$ cat src/rtl/irqc_pkg.sv
package irqc_pkg;

    // Register offsets
    localparam int OFF_PSTAT = 0;   // primary status (read) / acknowledge (write)
    localparam int OFF_PMASK = 1;   // primary mask, written 1 = disabled
    localparam int OFF_SSTAT = 2;   // secondary stub status / acknowledge
    localparam int OFF_SMASK = 3;   // secondary stub mask

    typedef enum logic [1:0] {
        SZ_BYTE  = 2'd0,
        SZ_HALF  = 2'd1,
        SZ_WORD  = 2'd2,
        SZ_DWORD = 2'd3
    } acc_size_e;

    typedef enum logic {
        ST_QUIET  = 1'b0,
        ST_RAISED = 1'b1
    } out_state_e;

    typedef struct packed {
        logic pmask;
        logic smask;
        logic ack;
    } wr_strobe_t;

endpackage

$ cat src/rtl/irqc_regif.sv
module irqc_regif
    import irqc_pkg::*;
#(
    parameter int AW  = 3,
    parameter int DW  = 8,
    parameter int RDW = 64,
    parameter int NL  = 8
) (
    input  logic           clk,
    input  logic           rst_n,
    input  logic           valid,
    input  logic           write,
    input  logic [1:0]     size,
    input  logic [AW-1:0]  offset,
    input  logic [NL-1:0]  pend,
    input  logic [DW-1:0]  pmask_raw,
    input  logic [DW-1:0]  smask,
    output wr_strobe_t     stb,
    output logic [RDW-1:0] rdata_q,
    output logic           err_q
);

    logic           mapped;
    logic           legal;
    logic           err_d;
    logic [RDW-1:0] rd_d;

    always_comb begin
        mapped = (offset <= AW'(OFF_SMASK));
        legal  = valid && mapped &&
                 ((size == SZ_BYTE) ||
                  ((size == SZ_DWORD) && !write && (offset == AW'(OFF_PSTAT))));
        err_d  = valid && !legal;

        stb.pmask = legal && write && (offset == AW'(OFF_PMASK));
        stb.smask = legal && write && (offset == AW'(OFF_SMASK));
        stb.ack   = legal && write && (offset == AW'(OFF_PSTAT));

        rd_d = '0;
        if (legal && !write) begin
            unique case (offset)
                AW'(OFF_PSTAT): rd_d = RDW'(pend);
                AW'(OFF_PMASK): rd_d = RDW'(pmask_raw);
                AW'(OFF_SSTAT): rd_d = '0;
                AW'(OFF_SMASK): rd_d = RDW'(smask);
                default:        rd_d = '0;
            endcase
        end
    end

    always_ff @(posedge clk) begin
        if (!rst_n) begin
            rdata_q <= '0;
            err_q   <= 1'b0;
        end else begin
            rdata_q <= rd_d;
            err_q   <= err_d;
        end
    end

endmodule

$ cat src/rtl/irqc_pending.sv
module irqc_pending #(
    parameter int NL   = 8,
    parameter int IDXW = 4
) (
    input  logic            clk,
    input  logic            rst_n,
    input  logic [NL-1:0]   set_vec,
    input  logic [NL-1:0]   clr_vec,
    input  logic            ack_we,
    input  logic [IDXW-1:0] ack_idx,
    output logic [NL-1:0]   pend_d,
    output logic [NL-1:0]   pend_q
);

    logic [NL-1:0] ack_hit;

    // One decoder per line; indices beyond NL-1 hit nothing
    for (genvar i = 0; i < NL; i++) begin : g_ack
        assign ack_hit[i] = ack_we && (ack_idx == IDXW'(i));
    end

    // Set, then clear, then acknowledge
    assign pend_d = ((pend_q | set_vec) & ~clr_vec) & ~ack_hit;

    always_ff @(posedge clk) begin
        if (!rst_n) pend_q <= '0;
        else        pend_q <= pend_d;
    end

endmodule

$ cat src/rtl/irqc_maskreg.sv
module irqc_maskreg #(
    parameter int DW = 8
) (
    input  logic          clk,
    input  logic          rst_n,
    input  logic          pmask_we,
    input  logic          smask_we,
    input  logic [DW-1:0] wdata,
    output logic [DW-1:0] en_d,
    output logic [DW-1:0] en_q,
    output logic [DW-1:0] pmask_raw,
    output logic [DW-1:0] smask_q
);

    assign en_d      = pmask_we ? ~wdata : en_q;
    assign pmask_raw = ~en_q;

    always_ff @(posedge clk) begin
        if (!rst_n) begin
            en_q    <= '0;
            smask_q <= '0;
        end else begin
            en_q <= en_d;
            if (smask_we) smask_q <= wdata;
        end
    end

endmodule

$ cat src/rtl/irqc_outfsm.sv
module irqc_outfsm
    import irqc_pkg::*;
#(
    parameter int NL = 8
) (
    input  logic          clk,
    input  logic          rst_n,
    input  logic [NL-1:0] pend_d,
    input  logic [NL-1:0] en_d,
    output logic          irq_out
);

    out_state_e state_q, state_d;
    logic       any_d;

    assign any_d = |(pend_d & en_d);

    always_ff @(posedge clk) begin
        if (!rst_n) state_q <= ST_QUIET;
        else        state_q <= state_d;
    end

    // RAISE: QUIET -> RAISED, DROP: RAISED -> QUIET
    always_comb begin
        state_d = state_q;
        unique case (state_q)
            ST_QUIET:  if (any_d)  state_d = ST_RAISED;
            ST_RAISED: if (!any_d) state_d = ST_QUIET;
            default:               state_d = ST_QUIET;
        endcase
    end

    always_comb begin
        irq_out = (state_q == ST_RAISED);
    end

endmodule

$ cat src/rtl/irqc_top.sv
module irqc_top
    import irqc_pkg::*;
#(
    parameter int NL   = 8,
    parameter int AW   = 3,
    parameter int RDW  = 64,
    parameter int IDXW = 4
) (
    input  logic           clk,
    input  logic           rst_n,
    input  logic [NL-1:0]  src_set,
    input  logic [NL-1:0]  src_clr,
    input  logic           reg_valid,
    input  logic           reg_write,
    input  logic [1:0]     reg_size,
    input  logic [AW-1:0]  reg_offset,
    input  logic [NL-1:0]  reg_wdata,
    output logic [RDW-1:0] reg_rdata,
    output logic           reg_err,
    output logic           irq_out
);

    wr_strobe_t    stb;
    logic [NL-1:0] pend_q, pend_d;
    logic [NL-1:0] en_q, en_d;
    logic [NL-1:0] pmask_raw, smask_q;

    irqc_regif #(.AW(AW), .DW(NL), .RDW(RDW), .NL(NL)) u_regif (
        .clk       (clk),
        .rst_n     (rst_n),
        .valid     (reg_valid),
        .write     (reg_write),
        .size      (reg_size),
        .offset    (reg_offset),
        .pend      (pend_q),
        .pmask_raw (pmask_raw),
        .smask     (smask_q),
        .stb       (stb),
        .rdata_q   (reg_rdata),
        .err_q     (reg_err)
    );

    irqc_pending #(.NL(NL), .IDXW(IDXW)) u_pending (
        .clk     (clk),
        .rst_n   (rst_n),
        .set_vec (src_set),
        .clr_vec (src_clr),
        .ack_we  (stb.ack),
        .ack_idx (reg_wdata[IDXW-1:0]),
        .pend_d  (pend_d),
        .pend_q  (pend_q)
    );

    irqc_maskreg #(.DW(NL)) u_mask (
        .clk       (clk),
        .rst_n     (rst_n),
        .pmask_we  (stb.pmask),
        .smask_we  (stb.smask),
        .wdata     (reg_wdata),
        .en_d      (en_d),
        .en_q      (en_q),
        .pmask_raw (pmask_raw),
        .smask_q   (smask_q)
    );

    irqc_outfsm #(.NL(NL)) u_fsm (
        .clk     (clk),
        .rst_n   (rst_n),
        .pend_d  (pend_d),
        .en_d    (en_d),
        .irq_out (irq_out)
    );

endmodule

$ cat config.mk
export PLATFORM = sky130hd
export DESIGN_NAME = irqc_top
export DESIGN_NICKNAME = d
export VERILOG_FILES = /design/src/rtl/irqc_pkg.sv /design/src/rtl/irqc_regif.sv /design/src/rtl/irqc_pending.sv /design/src/rtl/irqc_maskreg.sv /design/src/rtl/irqc_outfsm.sv /design/src/rtl/irqc_top.sv
export SDC_FILE = /design/constraint.sdc
export NUM_CORES = 1
export LEC_CHECK = 0
export BUFFER_PORTS_ARGS = -buffer_cell sky130_fd_sc_hd__buf_2
export CORE_ASPECT_RATIO = 1.25
export CORE_MARGIN = 5
export CORE_UTILIZATION = 35
export CTS_CLUSTER_DIAMETER = 60
export DETAILED_ROUTE_END_ITERATION = 7
export SKIP_LAST_GASP = 1
export SLEW_MARGIN = 10
export SYNTH_ARGS = -nofsm -noshare
export SYNTH_HDL_FRONTEND = slang
export SYNTH_SLANG_ARGS = --single-unit
$ cat constraint.sdc
create_clock -name clk -period 2.4 [get_ports clk]
set_input_delay 0.36 -clock clk [delete_from_list [all_inputs] [get_ports clk]]
set_output_delay 0.36 -clock clk [all_outputs]
set_load 0.05 [all_outputs]
Word level (Yosys, flattened, before mapping)
Index checks and enable logic that the tools add are counted.

Logic and storage cells: 54. Bits of input ports: 33. Output and inout bits: 66. Register bits after elaboration: 90.

Order comparisons: 1. Multiplexer cells: 3. Equal/unequal tests: 10. Reductions and logical operators: 26. Bitwise logic cells: 8.

Operators with widths (count): 8-bit NOT (4); 8-bit bitwise AND (3); 8-bit case mux with 3 select lines (1); 1-bit logical AND (18); 4-bit by 3-bit equality test with 1-bit output, second input constant (4); 4-bit by 2-bit equality test with 1-bit output, second input constant (2); 8-bit 2-to-1 mux (1); 8-bit bitwise OR (1); 8-bit OR reduction (1); 4-bit by 1-bit equality test with 1-bit output, second input constant (1); 4-bit logical NOT (1); 3-bit by 1-bit equality test with 1-bit output, second input constant (1); 3-bit by 2-bit equality test with 1-bit output, second input constant (1); 3-bit by 2-bit <= comparator with 1-bit output, second input constant (1); 3-bit logical NOT (1); 2-bit equality test, second input constant (1); 1-bit logical NOT (2); 2-bit logical NOT (1); 2-bit AND reduction (1); 1-bit logical OR (1); 1-bit 2-to-1 mux (1).

Longest topological paths before layout
Word-level depth: 13. Gate-level depth with buffers: 7. Gate-level depth less buffers: 5.

By module
Synthesis repeated with hierarchy kept, for this count alone.

Cell total of the unflattened synthesis: 228. Area, all modules: 2187.1 sq um.

Modules (own cells, without submodules): irqc_regif (times used 1, area each 970.9 sq um, seq. area each 180.2 sq um, cells an instance 106); irqc_maskreg (times used 1, area each 747.0 sq um, seq. area each 320.3 sq um, cells an instance 75); irqc_pending (times used 1, area each 406.6 sq um, seq. area each 160.2 sq um, cells an instance 40); irqc_outfsm (times used 1, area each 62.6 sq um, seq. area each 20.0 sq um, cells an instance 7).

Least setup slack after synthesis
Ideal clock, no wire load.

Path type: input port to flip-flop. Start point: input reg_size[1]. End point: register u_fsm.state_q (netlist: u_fsm.irq_out). Data arrival time: 1.977 ns. Data required time: 2.275 ns. Slack: 0.298 ns. Cell stages on the path: 5. Library setup time: 0.125 ns. Path buffers: 0. Cell sequence: or3b_4 nor4_4 mux2i_1 o22ai_1 o41a_1.

Cells in the longest elaborated chain, start to end: 13. Elaborated cells on any way between the ends: 23. Classes of those cells: 1 x eq/ne; 2 x mux; 3 x bitwise; 17 x reduce/logical.

RTL lines: from (decl) (line irqc_top.sv:15) `input logic [1:0] reg_size,`; 2-bit equality test (line irqc_regif.sv:32) `((size == SZ_DWORD) && !write && (offset == AW'(OFF_PSTAT))));`; 1-bit logical AND (2 in a row) (line irqc_regif.sv:32); 1-bit logical OR (*) (line irqc_regif.sv:31) `((size == SZ_BYTE) ||`; 1-bit logical AND (*) (line irqc_regif.sv:30) `legal = valid && mapped &&`; 1-bit logical AND (*) (line irqc_regif.sv:35, irqc_regif.sv:37); 1-bit logical AND (line irqc_regif.sv:37) `stb.ack = legal && write && (offset == AW'(OFF_PSTAT));`; 1-bit logical AND (line irqc_pending.sv:19) `assign ack_hit[i] = ack_we && (ack_idx == IDXW'(i));`; 8-bit NOT (line irqc_pending.sv:23) `assign pend_d = ((pend_q | set_vec) & ~clr_vec) & ~ack_hit;`; 8-bit bitwise AND (line irqc_pending.sv:23); 8-bit bitwise AND (*) (line irqc_outfsm.sv:16) `assign any_d = |(pend_d & en_d);`; 8-bit OR reduction (*) (line irqc_outfsm.sv:16); 1-bit 2-to-1 mux (*) (line irqc_outfsm.sv:27, irqc_outfsm.sv:28); to (signal assigned) (line irqc_outfsm.sv:20) `else state_q <= state_d;`; to (decl) (line irqc_outfsm.sv:13) `out_state_e state_q, state_d;`.

Every way passes the cells marked *; elsewhere a longest branch is shown, timed or not. A chain may end at the register's enable or synchronous reset.

Worst setup path after layout
Same ends and word-level chain as after synthesis.

==> flow_summary.yaml <==
routing:
  antenna_left: 0
  wire_per_inst_um: 12.6
  wl_met3_um: 459
  maxUsedRoutingLayer: "met4"
  drt_wl_total_um: 4260
  drt_iter0_drc: 142
  wl_met1_um: 1580
  vias: 1517
  drc: 0
  met2WireLength_um: 2140
  via_per_inst: 4.49
  dr.pass1.iters: 4
synthesis:
  async_reset_ff_frac: 0
  avgSynthCellArea_um2: 8.34
  dominantRegCellSynth: "dfxtp_1"
  synth_enable_flop_cells: 0
  synthDistinctLibCells: 27
  yosysSeqAreaShare: 0.358
  synth_seq_cells: 34
  synth_area_mm2: 0.00190
  syn-instance-count: 228
  ys_warn_count: 0
cells_and_area:
  multi_input_area_um2: 920
  final_cell_mix: "conb_1, nor2_1, buf_2"
  area_delta_synth_final_pct: 11.4
  drive_gt1_frac: 0.223
  final_common_cell: "conb_1"
  fin_area_mm2: 0.00212
  diodes: 0
  fin_util: 0.395
  fillCellCount: 557
  regArea_um2: 681
  fin_nets: 306
timing:
  finalMaxSlewViolations: 0
  finalHoldViolCount: 0
  period_minus_slack_ns: 1.86
  fin_tns_setup_ns: 0
  fmax_ghz: 0.537
  rsz0062_at_grt: "no"
  setup_viol: 0
  maxSlewHeadroom: 0.498
  skew_ns: 0.00912
  period_share: 0.777
  worst_pin_slew_ns: 0.752
worst_setup_path:
  r2r_cells: 4
  cp-start-kind: "input pin"
  path_class: "in -> reg"
  worst_ep_arrival_time_ns: 2.03
  cp_data_required_time_ns: 2.57
  end_kind: "flip-flop"
  crit_path_max_fanout: 8
die:
  die_w_um: 75.9
  initial_core_util: 0.354
  ioPinCount: 99
  row_count: 30
  core_area_mm2: 0.00537
  die_area_mm2: 0.00702
  die_h_um: 92.4
clock_tree:
  cts_hold_buffers: 0
  clk_pin_slew_ns: 0.07
  cts_root_buffer: "clkbuf_8"
  clkSinkCount: 34
  cts_made_buffers: 5
  post_cts_buffers: 0
  htreeDepth: 2
  clockBufferDepth: 2
  cts_tree: "done"
  clock_latency_ns: 0.29
  ctsResizeCount: 0
placed_design:
  gp_congestion: 0.801
  hpwlAfterDp_um: 3470
  portBuffers: 42
  post_dp_cell_area_mm2: 0.00198
power_and_ir_drop:
  peakVddDrop_uv: 374
  p_leak_nw: 1.05
  fin_total_pwr_mw: 1.53
  power.density_mw_per_mm2: 721
global_routing:
  grt_pass1_wl_um: 6460
  grt_pass1_vias: 1392
  grt_usage: 0.114
  grt.overflow.total: 0
  grt_max_degree: 25
  antenna_found_initial: 0
status:
  status: "completed"
hold_path:
  worstHoldPathType: "in -> reg"
  hold_depth: 3
run:
  maxCapViolCount: 0
[state kept, by name, indices dropped and copies added (netlist names)]
signal and flops:
u_regif.rdata_q 8, u_pending.pend_q 8, u_regif.err_q 1, u_mask.en_q 8
u_fsm.irq_out 1, u_mask.smask_q 8
[worst paths after layout]
| check | startpoint | slack (ns) | end |
|---|---|---|---|
| worst min register to register | u_mask.smask_q[6]$_SDFFE_PN0P_ | 0.49 | u_mask.smask_q[6]$_SDFFE_PN0P_ |
| worst max-delay path | reg_size[1] | 0.54 | u_fsm.irq_out$_SDFF_PN0_ |
| worst max register to register | u_pending.pend_q[5]$_SDFF_PN0_ | 1.19 | u_fsm.irq_out$_SDFF_PN0_ |
| worst min-delay path | src_clr[0] | 0.32 | u_pending.pend_q[0]$_SDFF_PN0_ |
[final cells by class]
class | count | share of cell area
well taps | 64 | 0.0378
repair buffers | 46 | 0.113
inverters | 16 | 0.0284
clock buffers | 5 | 0.0325
multi-input cells | 170 | 0.434
flip-flops and latches | 34 | 0.321
clock inverters | 3 | 0.0325
[logic make-up (layout without fill, tap and decap cells)]
kind of cell / count (synthesis) / count (layout) / synth area share
AO/OA/AOI/OAI: 31 / 31 / 0.121
buffers and inverters: 79 / 70 / 0.267
flip-flops: 34 / 34 / 0.358
multiplexers: 17 / 17 / 0.0928
other: 1 / 56 / 0.00197
AND/OR/NAND/NOR: 66 / 66 / 0.159
[stage by stage]
step                hold WS (ns)  setup WS (ns)  instances
floorplan                  0.454          0.298        283
global placement           0.465          0.273        330
detailed placement         0.473          0.251        330
CTS                        0.313          0.547        338
global route               0.335          0.451        338
finish                     0.320          0.536        338
[critical path, cell delays in order]
cell	delay, ns
buf_2	0.12
or3b_4	0.41
nor4_4	0.13
buf_4	0.23
mux2i_1	0.26
o22ai_1	0.12
o41a_1	0.41
[power by group]
part / leakage, nW / total (mW) / internal [mW] / switching, mW
registers: 0.276 / 0.577 / 0.573 / 0.00414
logic: 0.710 / 0.310 / 0.0510 / 0.259
clock network: 0.0683 / 0.640 / 0.416 / 0.223
[Yosys cell counts, types with 4 or more instances]
master / n / share of area
buf_4: 56 / 0.22
a22oi_1: 8 / 0.032
nor3_1: 4 / 0.011
clkbuf_1: 6 / 0.012
inv_1: 13 / 0.026
a211o_1: 6 / 0.028
o22ai_1: 4 / 0.013
mux2i_1: 15 / 0.079
dfxtp_1: 34 / 0.36
a21oi_1: 7 / 0.018
nor2_1: 52 / 0.10
[layer usage]
metal,global-route usage,vias up
li1,-,735
met1,0.123,696
met5,0,-
met4,0.0504,0
met2,0.204,79
met3,0.0340,7
No activity file was read; power rests on OpenSTA's default activity.
